$ cat config.mk
export PLATFORM = sky130hd
export DESIGN_NAME = rst_supervisor
export DESIGN_NICKNAME = d
export VERILOG_FILES = /design/src/rtl/rsup_pkg.sv /design/src/rtl/rsup_sync.sv /design/src/rtl/rsup_debounce.sv /design/src/rtl/rsup_watchdog.sv /design/src/rtl/rsup_stretch.sv /design/src/rtl/rst_supervisor.sv
export SDC_FILE = /design/constraint.sdc
export NUM_CORES = 1
export LEC_CHECK = 0
export ABC_AREA = 1
export BUFFER_PORTS_ARGS = -buffer_cell sky130_fd_sc_hd__buf_2
export CORE_MARGIN = 1.5
export CORE_UTILIZATION = 45
export CTS_CLUSTER_DIAMETER = 80
export CTS_CLUSTER_SIZE = 16
export DETAILED_ROUTE_END_ITERATION = 16
export GPL_ROUTABILITY_DRIVEN = 0
export SLEW_MARGIN = 20
export SYNTH_ARGS = -nofsm -noshare
export SYNTH_HDL_FRONTEND = slang
export SYNTH_SLANG_ARGS = --single-unit
$ cat constraint.sdc
create_clock -name clk -period 1.6 [get_ports clk]
set_clock_uncertainty 0.15 [all_clocks]
set_input_delay 0.08 -clock clk [delete_from_list [all_inputs] [get_ports clk]]
set_output_delay 0.08 -clock clk [all_outputs]
set_load 0.01 [all_outputs]
$ cat src/rtl/rsup_pkg.sv
package rsup_pkg;

    // Positions inside the synchronised input vector.
    localparam int unsigned SYNC_W   = 4;
    localparam int unsigned BIT_VDD  = 3;
    localparam int unsigned BIT_AUX  = 2;
    localparam int unsigned BIT_MRN  = 1;
    localparam int unsigned BIT_KICK = 0;

    // Safe values held by the synchroniser during power-on reset:
    // supplies reported bad, manual request idle (high), kick low.
    localparam logic [SYNC_W-1:0] SYNC_SAFE = 4'b0010;

    typedef enum logic {
        WD_START  = 1'b0,
        WD_NORMAL = 1'b1
    } wd_mode_e;

    typedef struct packed {
        logic supply;
        logic manual;
        logic watchdog;
    } rst_cause_t;

    // Bits needed to count 0 .. n-1.
    function automatic int unsigned cnt_bits(input int unsigned n);
        return (n <= 1) ? 1 : $clog2(n);
    endfunction

    function automatic logic cause_any(input rst_cause_t c);
        return c.supply | c.manual | c.watchdog;
    endfunction

endpackage

$ cat src/rtl/rsup_sync.sv
module rsup_sync #(
    parameter int unsigned WIDTH = 1,
    parameter int unsigned STAGES = 2,
    parameter logic [WIDTH-1:0] RESET_VAL = '0
) (
    input  logic             clk,
    input  logic             rst,
    input  logic [WIDTH-1:0] d_i,
    output logic [WIDTH-1:0] q_o
);

    for (genvar i = 0; i < STAGES; i++) begin : g_stage
        logic [WIDTH-1:0] q;
        if (i == 0) begin : g_first
            always_ff @(posedge clk) begin
                if (rst) q <= RESET_VAL;
                else     q <= d_i;
            end
        end else begin : g_next
            always_ff @(posedge clk) begin
                if (rst) q <= RESET_VAL;
                else     q <= g_stage[i-1].q;
            end
        end
    end

    assign q_o = g_stage[STAGES-1].q;

endmodule

$ cat src/rtl/rsup_debounce.sv
module rsup_debounce
    import rsup_pkg::*;
#(
    parameter int unsigned CYCLES = 8
) (
    input  logic clk,
    input  logic rst,
    input  logic raw_i,
    output logic active_o
);

    localparam int unsigned CW = cnt_bits(CYCLES);
    localparam logic [CW-1:0] LAST = CW'(CYCLES - 1);

    logic [CW-1:0] cnt_q;
    logic          active_q;

    // The filtered level follows the raw level only after the raw level
    // has disagreed with it on CYCLES consecutive edges.
    always_ff @(posedge clk) begin
        if (rst) begin
            cnt_q    <= '0;
            active_q <= 1'b0;
        end else if (raw_i != active_q) begin
            if (cnt_q == LAST) begin
                cnt_q    <= '0;
                active_q <= raw_i;
            end else begin
                cnt_q <= cnt_q + 1'b1;
            end
        end else begin
            cnt_q <= '0;
        end
    end

    assign active_o = active_q;

    assert_flip_after_run_R4: assert property (@(posedge clk) disable iff (rst)
        !$stable(active_q) |-> ($past(raw_i) == active_q && $past(cnt_q) == LAST));

endmodule

$ cat src/rtl/rsup_watchdog.sv
module rsup_watchdog
    import rsup_pkg::*;
#(
    parameter int unsigned START_CYCLES = 120,
    parameter int unsigned NORMAL_CYCLES = 40
) (
    input  logic clk,
    input  logic rst,
    input  logic kick_i,
    input  logic hold_i,
    input  logic clear_i,
    input  logic supply_fail_i,
    output logic expire_o
);

    localparam int unsigned LIMIT_MAX =
        (START_CYCLES > NORMAL_CYCLES) ? START_CYCLES : NORMAL_CYCLES;
    localparam int unsigned CW = cnt_bits(LIMIT_MAX);
    localparam logic [CW-1:0] START_LAST  = CW'(START_CYCLES - 1);
    localparam logic [CW-1:0] NORMAL_LAST = CW'(NORMAL_CYCLES - 1);

    logic [CW-1:0] cnt_q;
    logic          kick_prev_q;
    logic          expire_q;
    wd_mode_e      mode_q;
    logic          kick_edge;
    logic [CW-1:0] limit_last;

    assign kick_edge  = kick_i ^ kick_prev_q;
    assign limit_last = (mode_q == WD_START) ? START_LAST : NORMAL_LAST;

    // Window selection: a supply fault (or power-on) re-arms the long
    // window; an expiry, a manual request or a kick while running moves
    // to the short one.
    always_ff @(posedge clk) begin
        if (rst) begin
            mode_q <= WD_START;
        end else if (supply_fail_i) begin
            mode_q <= WD_START;
        end else if (clear_i || expire_q || (kick_edge && !hold_i)) begin
            mode_q <= WD_NORMAL;
        end
    end

    always_ff @(posedge clk) begin
        if (rst) begin
            cnt_q       <= '0;
            kick_prev_q <= 1'b0;
            expire_q    <= 1'b0;
        end else begin
            kick_prev_q <= kick_i;
            expire_q    <= 1'b0;
            if (hold_i || clear_i || kick_edge) begin
                cnt_q <= '0;
            end else if (cnt_q == limit_last) begin
                cnt_q    <= '0;
                expire_q <= 1'b1;
            end else begin
                cnt_q <= cnt_q + 1'b1;
            end
        end
    end

    assign expire_o = expire_q;

    assert_idle_in_reset_R9: assert property (@(posedge clk) disable iff (rst)
        hold_i |=> (cnt_q == '0 && !expire_q));

    assert_kick_clears_R8: assert property (@(posedge clk) disable iff (rst)
        kick_edge |=> (cnt_q == '0));

    assert_long_after_supply_R6: assert property (@(posedge clk) disable iff (rst)
        supply_fail_i |=> (mode_q == WD_START));

    assert_expire_single_R7: assert property (@(posedge clk) disable iff (rst)
        expire_q |=> !expire_q);

endmodule

$ cat src/rtl/rsup_stretch.sv
module rsup_stretch
    import rsup_pkg::*;
#(
    parameter int unsigned HOLD = 20
) (
    input  logic clk,
    input  logic rst,
    input  logic cause_i,
    output logic reset_o
);

    localparam int unsigned CW = cnt_bits(HOLD);
    localparam logic [CW-1:0] HOLD_LAST = CW'(HOLD - 1);

    logic [CW-1:0] cnt_q;
    logic          reset_q;

    always_ff @(posedge clk) begin
        if (rst || cause_i) begin
            reset_q <= 1'b1;
            cnt_q   <= '0;
        end else if (reset_q) begin
            if (cnt_q == HOLD_LAST) begin
                reset_q <= 1'b0;
                cnt_q   <= '0;
            end else begin
                cnt_q <= cnt_q + 1'b1;
            end
        end
    end

    assign reset_o = reset_q;

    assert_cause_asserts_R3: assert property (@(posedge clk) disable iff (rst)
        cause_i |=> reset_q);

    assert_hold_release_R5: assert property (@(posedge clk) disable iff (rst)
        $fell(reset_q) |-> ($past(cnt_q) == HOLD_LAST && !$past(cause_i)));

endmodule

$ cat src/rtl/rst_supervisor.sv
module rst_supervisor
    import rsup_pkg::*;
#(
    // Defaults sized for a 10 MHz clock.
    parameter int unsigned SYNC_STAGES        = 2,
    parameter int unsigned MR_DEBOUNCE_CYCLES = 8,
    parameter int unsigned HOLD_CYCLES        = 2_000_000,
    parameter int unsigned WD_START_CYCLES    = 510_000_000,
    parameter int unsigned WD_NORMAL_CYCLES   = 16_000_000
) (
    input  logic clk,
    input  logic rst,
    input  logic vdd_ok_i,
    input  logic aux_ok_i,
    input  logic mr_n_i,
    input  logic kick_i,
    output logic reset_o,
    output logic reset_n_o
);

    logic [SYNC_W-1:0] raw_vec;
    logic [SYNC_W-1:0] sync_vec;
    logic              mr_active;
    logic              wd_expire;
    logic              hold_q;
    rst_cause_t        cause;

    assign raw_vec = {vdd_ok_i, aux_ok_i, mr_n_i, kick_i};

    rsup_sync #(
        .WIDTH     (SYNC_W),
        .STAGES    (SYNC_STAGES),
        .RESET_VAL (SYNC_SAFE)
    ) u_sync (
        .clk (clk),
        .rst (rst),
        .d_i (raw_vec),
        .q_o (sync_vec)
    );

    rsup_debounce #(
        .CYCLES (MR_DEBOUNCE_CYCLES)
    ) u_debounce (
        .clk      (clk),
        .rst      (rst),
        .raw_i    (~sync_vec[BIT_MRN]),
        .active_o (mr_active)
    );

    always_comb begin
        cause.supply   = ~(sync_vec[BIT_VDD] & sync_vec[BIT_AUX]);
        cause.manual   = mr_active;
        cause.watchdog = wd_expire;
    end

    rsup_watchdog #(
        .START_CYCLES  (WD_START_CYCLES),
        .NORMAL_CYCLES (WD_NORMAL_CYCLES)
    ) u_watchdog (
        .clk           (clk),
        .rst           (rst),
        .kick_i        (sync_vec[BIT_KICK]),
        .hold_i        (hold_q),
        .clear_i       (mr_active),
        .supply_fail_i (cause.supply),
        .expire_o      (wd_expire)
    );

    rsup_stretch #(
        .HOLD (HOLD_CYCLES)
    ) u_stretch (
        .clk     (clk),
        .rst     (rst),
        .cause_i (cause_any(cause)),
        .reset_o (hold_q)
    );

    assign reset_o   = hold_q;
    assign reset_n_o = ~hold_q;

endmodule

# Word-level counts from Yosys, hierarchy flattened
# Index checks and enable logic that the tools add are counted.
# W data, S select, Z words.
# totals
mem_bits_rw	0
rom_bits	0
word_cells	42
input_bits	6
memories	0
output_inout_bits	2
latch_bits	0
ff_bits	66
# classes
n_div	0
mul	0
eq_ne	4
bitwise_logic	8
reduce_logical	12
n_lt_le_gt_ge	0
n_mux	5
add_sub_neg	3
shifts	0
# ops
operator	count
$add A29 B1 Y29 const B	1
$eq A29 B29 Y1	1
$mux W29	1
$add A21 B1 Y21 const B	1
$eq A21 B21 Y1 const B	1
$mux W21	1
$reduce_or A3 Y1	2
$logic_or A1 B1 Y1	5
$not A1 Y1	4
$reduce_or A2 Y1	2
$add A3 B1 Y3 const B	1
$eq A3 B3 Y1 const B	1
$mux W1	3
$or A1 B1 Y1	2
$reduce_and A2 Y1	1
$and A1 B1 Y1	1
$logic_and A1 B1 Y1	1
$logic_not A1 Y1	1
$ne A1 B1 Y1	1
$xor A1 B1 Y1	1

# Logic depth before layout (Yosys ltp)
# depth
ltp_word	5
mapped_depth	10

# Hierarchy
# A second synthesis with hierarchy kept.
# hier_totals
hier_cells	537
hier_area_um2	3518.4
# modules_own_cells
module	area_each_um2	n_inst	cells_each
rsup_watchdog	1835.5	1	294
rsup_stretch	1260.0	1	191
rsup_sync	224.0	1	25
rsup_debounce	171.4	1	21
rst_supervisor	27.5	1	6

# Least setup slack after synthesis
# Ideal clock, no wire load.
# synth_path
path_type	reg-to-reg
start	register u_watchdog.cnt_q[0]
end	register u_watchdog.cnt_q[14]
setup_slack_ns	0.016
t_arrival_ns	1.319
stages_incl_launch_ff	8
path_cell_list	dfxtp_1 > ha_1 > nand3_1 > nor2_2 > nand2_1 > nor2_1 > xor2_1 > nor2_1
# synth_via
elab_chain_len	2
elab_cells_between_ends	3
# synth_rtl
element	line_no	source
start: declaration	rsup_watchdog.sv:22	logic [CW-1:0] cnt_q;
start signal: assignment	rsup_watchdog.sv:59	cnt_q <= cnt_q + 1'b1;
branches (longest 2 deep; another with $add A29 B1 Y29)	--	
# Several ways; the timed one is not identified.
# A chain may end at the register's enable or synchronous reset.

# Worst setup path in the final report
# layout_path
start	register u_watchdog.cnt_q[1]
end	register u_watchdog.cnt_q[2]
# Same word-level chain as after synthesis.

==> summary.md <==
| Metric | Value |
|---|---|
| Sequential fraction of the synthesis area | `0.393` |
| Non-Filler Instances | `between 600 and 700` |
| Synth-to-Final Area Change | `26.3%` |
| Setup TNS | `0 ns` |
| H-tree Lvls | `3` |
| Post-synthesis compound-gate area fraction | `0.0216` |
| # Max-Cap Violations | `0` |
| Synth cell types | `26` |
| Routed Wire Length | `8.09 mm` |
| Pin count of the biggest net entering global routing | `20` |
| Maximum vdd drop | `between 0.4 and 0.5 mV` |
| Core area | `~7300 um^2` |
| Period minus WS final | `between 1.5 and 2 ns` |
| Layout cells sized above 1 | `0.196` |
| Clock root cell | `clkbuf_8` |
| CP Max Fanout | `6` |
| Outcome | `complete, no violations` |
| Fin. Hold Viols | `0` |
| Vias per inst | `between 4 and 5` |
| CTS tree | `done` |
| FF+latch count, synth | `66` |
| Synthesized area per cell | `~6.4 um^2` |
| Sw frac | `0.222` |
| Synth Area in Adders | `0.0149` |
| # fillers | `between 700 and 800` |
| Post-synthesis xor/xnor area fraction | `0.0703` |
| Drt drc | `0` |
| Commonest non-fill, non-tap cell in the layout | `nand2_1` |
| Row count | `31` |
| GRT overflow | `0` |
| Crit end category | `flip-flop` |
| Worst skew pair latency | `roughly 0.34 ns` |
| Multi-input gate area | `between 1500 and 2000 um^2` |
| Slew margin rel. | `0.710` |
| Critical path type | `flip-flop to flip-flop` |
| Logic pwr share | `0.014` |
| Pre-antenna DRT Iters | `4` |
| Worst Path Arrival | `1.66 ns` |
| Worst-Margin Slew | `approximately 0.43 ns` |
| Simple-gate portion of the synthesized area | `0.406` |
| Routed via count | `3,252` |
| Fin crit share | `0.984` |
| Warnings, synthesis | `0` |
| CP Data Required Time | `approximately 1.7 ns` |
| CP Launch Type | `flip-flop` |
| RSZ-0062 raised after global routing | `true` |
| Fmax | `between 0.6 and 0.7 GHz` |
| Clk network pwr share | `0.458` |
| Syn nets | `roughly 540` |
| Routed Antenna Nets | `0` |
| Max Slew Vio Count | `0` |
| Clock transition at path regs | `approximately 0.07 ns` |
| LEAKAGE | `about 1.5 nW` |
| Int Pwr | `2.44 mW` |
| Mux cell area share after synthesis | `0` |
| CTS Sinks | `66` |
| Power Density | `roughly 740 nW/um^2` |
| DP HPWL | `around 5.8 mm` |
| Global-route wire length before repair | `around 13 mm` |
| Register area | `between 1000 and 1500 um^2` |
| Mapped cell area | `roughly 3400 um^2` |
| # diodes | `0` |
| CTS buffer count | `9` |
| Die Y | `89.5 um` |
| Vias in the first global route | `around 3,100` |
| GRT Resource Usage Total | `0.221` |
| Commonest cells after routing, fill and taps aside | `nand2_1, nor2_1, inv_1, dfxtp_1, nand3_1` |
| CTS Buffer Depth | `2` |
| Initial core utilization | `0.464` |
| Initial antenna violation count | `0` |
| Net load switching power | `a little under 0.7 mW` |
| Port bufs | `7` |
| Flop pwr share | `0.527` |
| Wire per inst | `approximately 12 um` |
| Final setup fails | `0` |
| # IOs | `8` |
| Die Width | `~89 um` |
| DRT iter0 DRCs | `a little over 100` |
| Largest family of logic cells by synthesized area | `simple AND/OR/NAND/NOR gates` |
| Nets@finish | `roughly 600` |
| Placed Instances | `roughly 660` |
| Worst R2R Setup Slack | `roughly 0.025 ns` |
| Type of the worst min-delay path | `flip-flop to flip-flop` |
| Die area | `8000 um^2` |
| Cells after Synth | `roughly 530` |
[cells in the mapped netlist]
master	instances	area (um^2)
a211oi_1	1	7.51
a21oi_1	7	35.0
a31oi_1	2	12.5
buf_1	1	3.75
buf_2	2	10.0
buf_4	1	7.51
buf_6	2	22.5
clkbuf_1	1	3.75
clkinv_1	1	3.75
dfxtp_1	66	1320
ha_1	4	50.1
inv_1	71	267
nand2_1	141	529
nand3_1	41	205
nand3b_1	1	7.51
nand4_1	9	56.3
nor2_1	133	499
nor2_2	3	18.8
nor2b_1	1	6.26
nor3_1	5	25.0
nor4_1	1	6.26
o211ai_1	1	7.51
o21ai_0	2	10.0
or2_2	2	12.5
xnor2_1	9	78.8
xor2_1	18	158
[logic make-up (layout without fill, tap and decap cells)]
kind of cell             Yosys count  in the layout
buffers and inverters             79            139
XOR/XNOR                          27             27
flip-flops                        66             66
adder cells (fa/ha/maj)            4              4
AO/OA/AOI/OAI                     13             13
AND/OR/NAND/NOR                  337            337
[final cells by class]
type,instances,area share
sequential,66,0.317
clock buffer,10,0.0324
tap,99,0.0291
inverter,72,0.0636
multi-input combinational,381,0.439
timing repair buffer,51,0.104
clock inverter,6,0.0153
[state kept, by name, indices dropped and copies added, names as in the netlist]
name and count:
u_debounce.cnt_q 3, u_debounce.active_o 1, u_stretch.cnt_q 21, u_sync.q_o 4, u_watchdog.cnt_q 29, u_watchdog.mode_q 1
u_stretch.reset_o 1, u_watchdog.kick_prev_q 1, u_sync.g_stage.q 4, u_watchdog.expire_o 1
[worst max-delay path, stage by stage (launching register included)]
cell	delay [ns]
dfxtp_2	0.35
ha_4	0.16
nand2_2	0.05
nor2_2	0.10
nand3_2	0.07
nor2_2	0.12
nand3_2	0.11
nand2_4	0.16
clkbuf_16	0.16
nor2_1	0.03
[power by group through the flow]
stage | Sequential, mW | Combinational, mW | Clock, mW
floorplan | 1.69 | 0.0162 | 0
global placement | 1.69 | 0.0246 | 0
detailed placement | 1.70 | 0.0256 | 0
CTS | 1.66 | 0.0420 | 1.47
global route | 1.66 | 0.0512 | 1.55
finish | 1.65 | 0.0444 | 1.44
[worst paths after layout]
path	startpoint	to	depth (start not counted)
worst max register to register	u_watchdog.cnt_q[1]	u_watchdog.cnt_q[2]	9
worst min-delay path	u_sync.g_stage[0].q[0]	u_sync.q_o[0]	2
worst max-delay path	u_watchdog.cnt_q[1]	u_watchdog.cnt_q[2]	9
worst min register to register	u_sync.g_stage[0].q[0]	u_sync.q_o[0]	2
[stage by stage]
stage               area, um^2  hold slack (ns)  utilization  total power [mW]  setup slack, ns
global route              4250            0.259        0.586              3.25          -0.0714
floorplan                 3360           0.0338            -              1.71           0.0159
global placement          3710            0.113        0.512              1.72          0.00513
detailed placement        3710            0.117        0.512              1.72          -0.0507
CTS                       4040            0.254        0.556              3.17         0.000710
finish                    4250            0.252        0.586              3.14           0.0252
[timing repair]
action,4_1_cts,5_1_grt
pin swaps,0,6
buffers inserted,1,1
endpoints found under the hold margin,9,0
hold buffers,9,0
gates resized for setup,7,63
cloned,0,3
setup endpoints to repair,29,44
[layer usage]
layer | GRT usage | vias to the layer above | share of wire
met5 | 0 | - | 0
met4 | 0.0979 | 0 | 0.028
met3 | 0.0609 | 18 | 0.028
met2 | 0.384 | 54 | 0.49
met1 | 0.252 | 1461 | 0.45
li1 | - | 1719 | -
(Power assumes the default switching activity.)
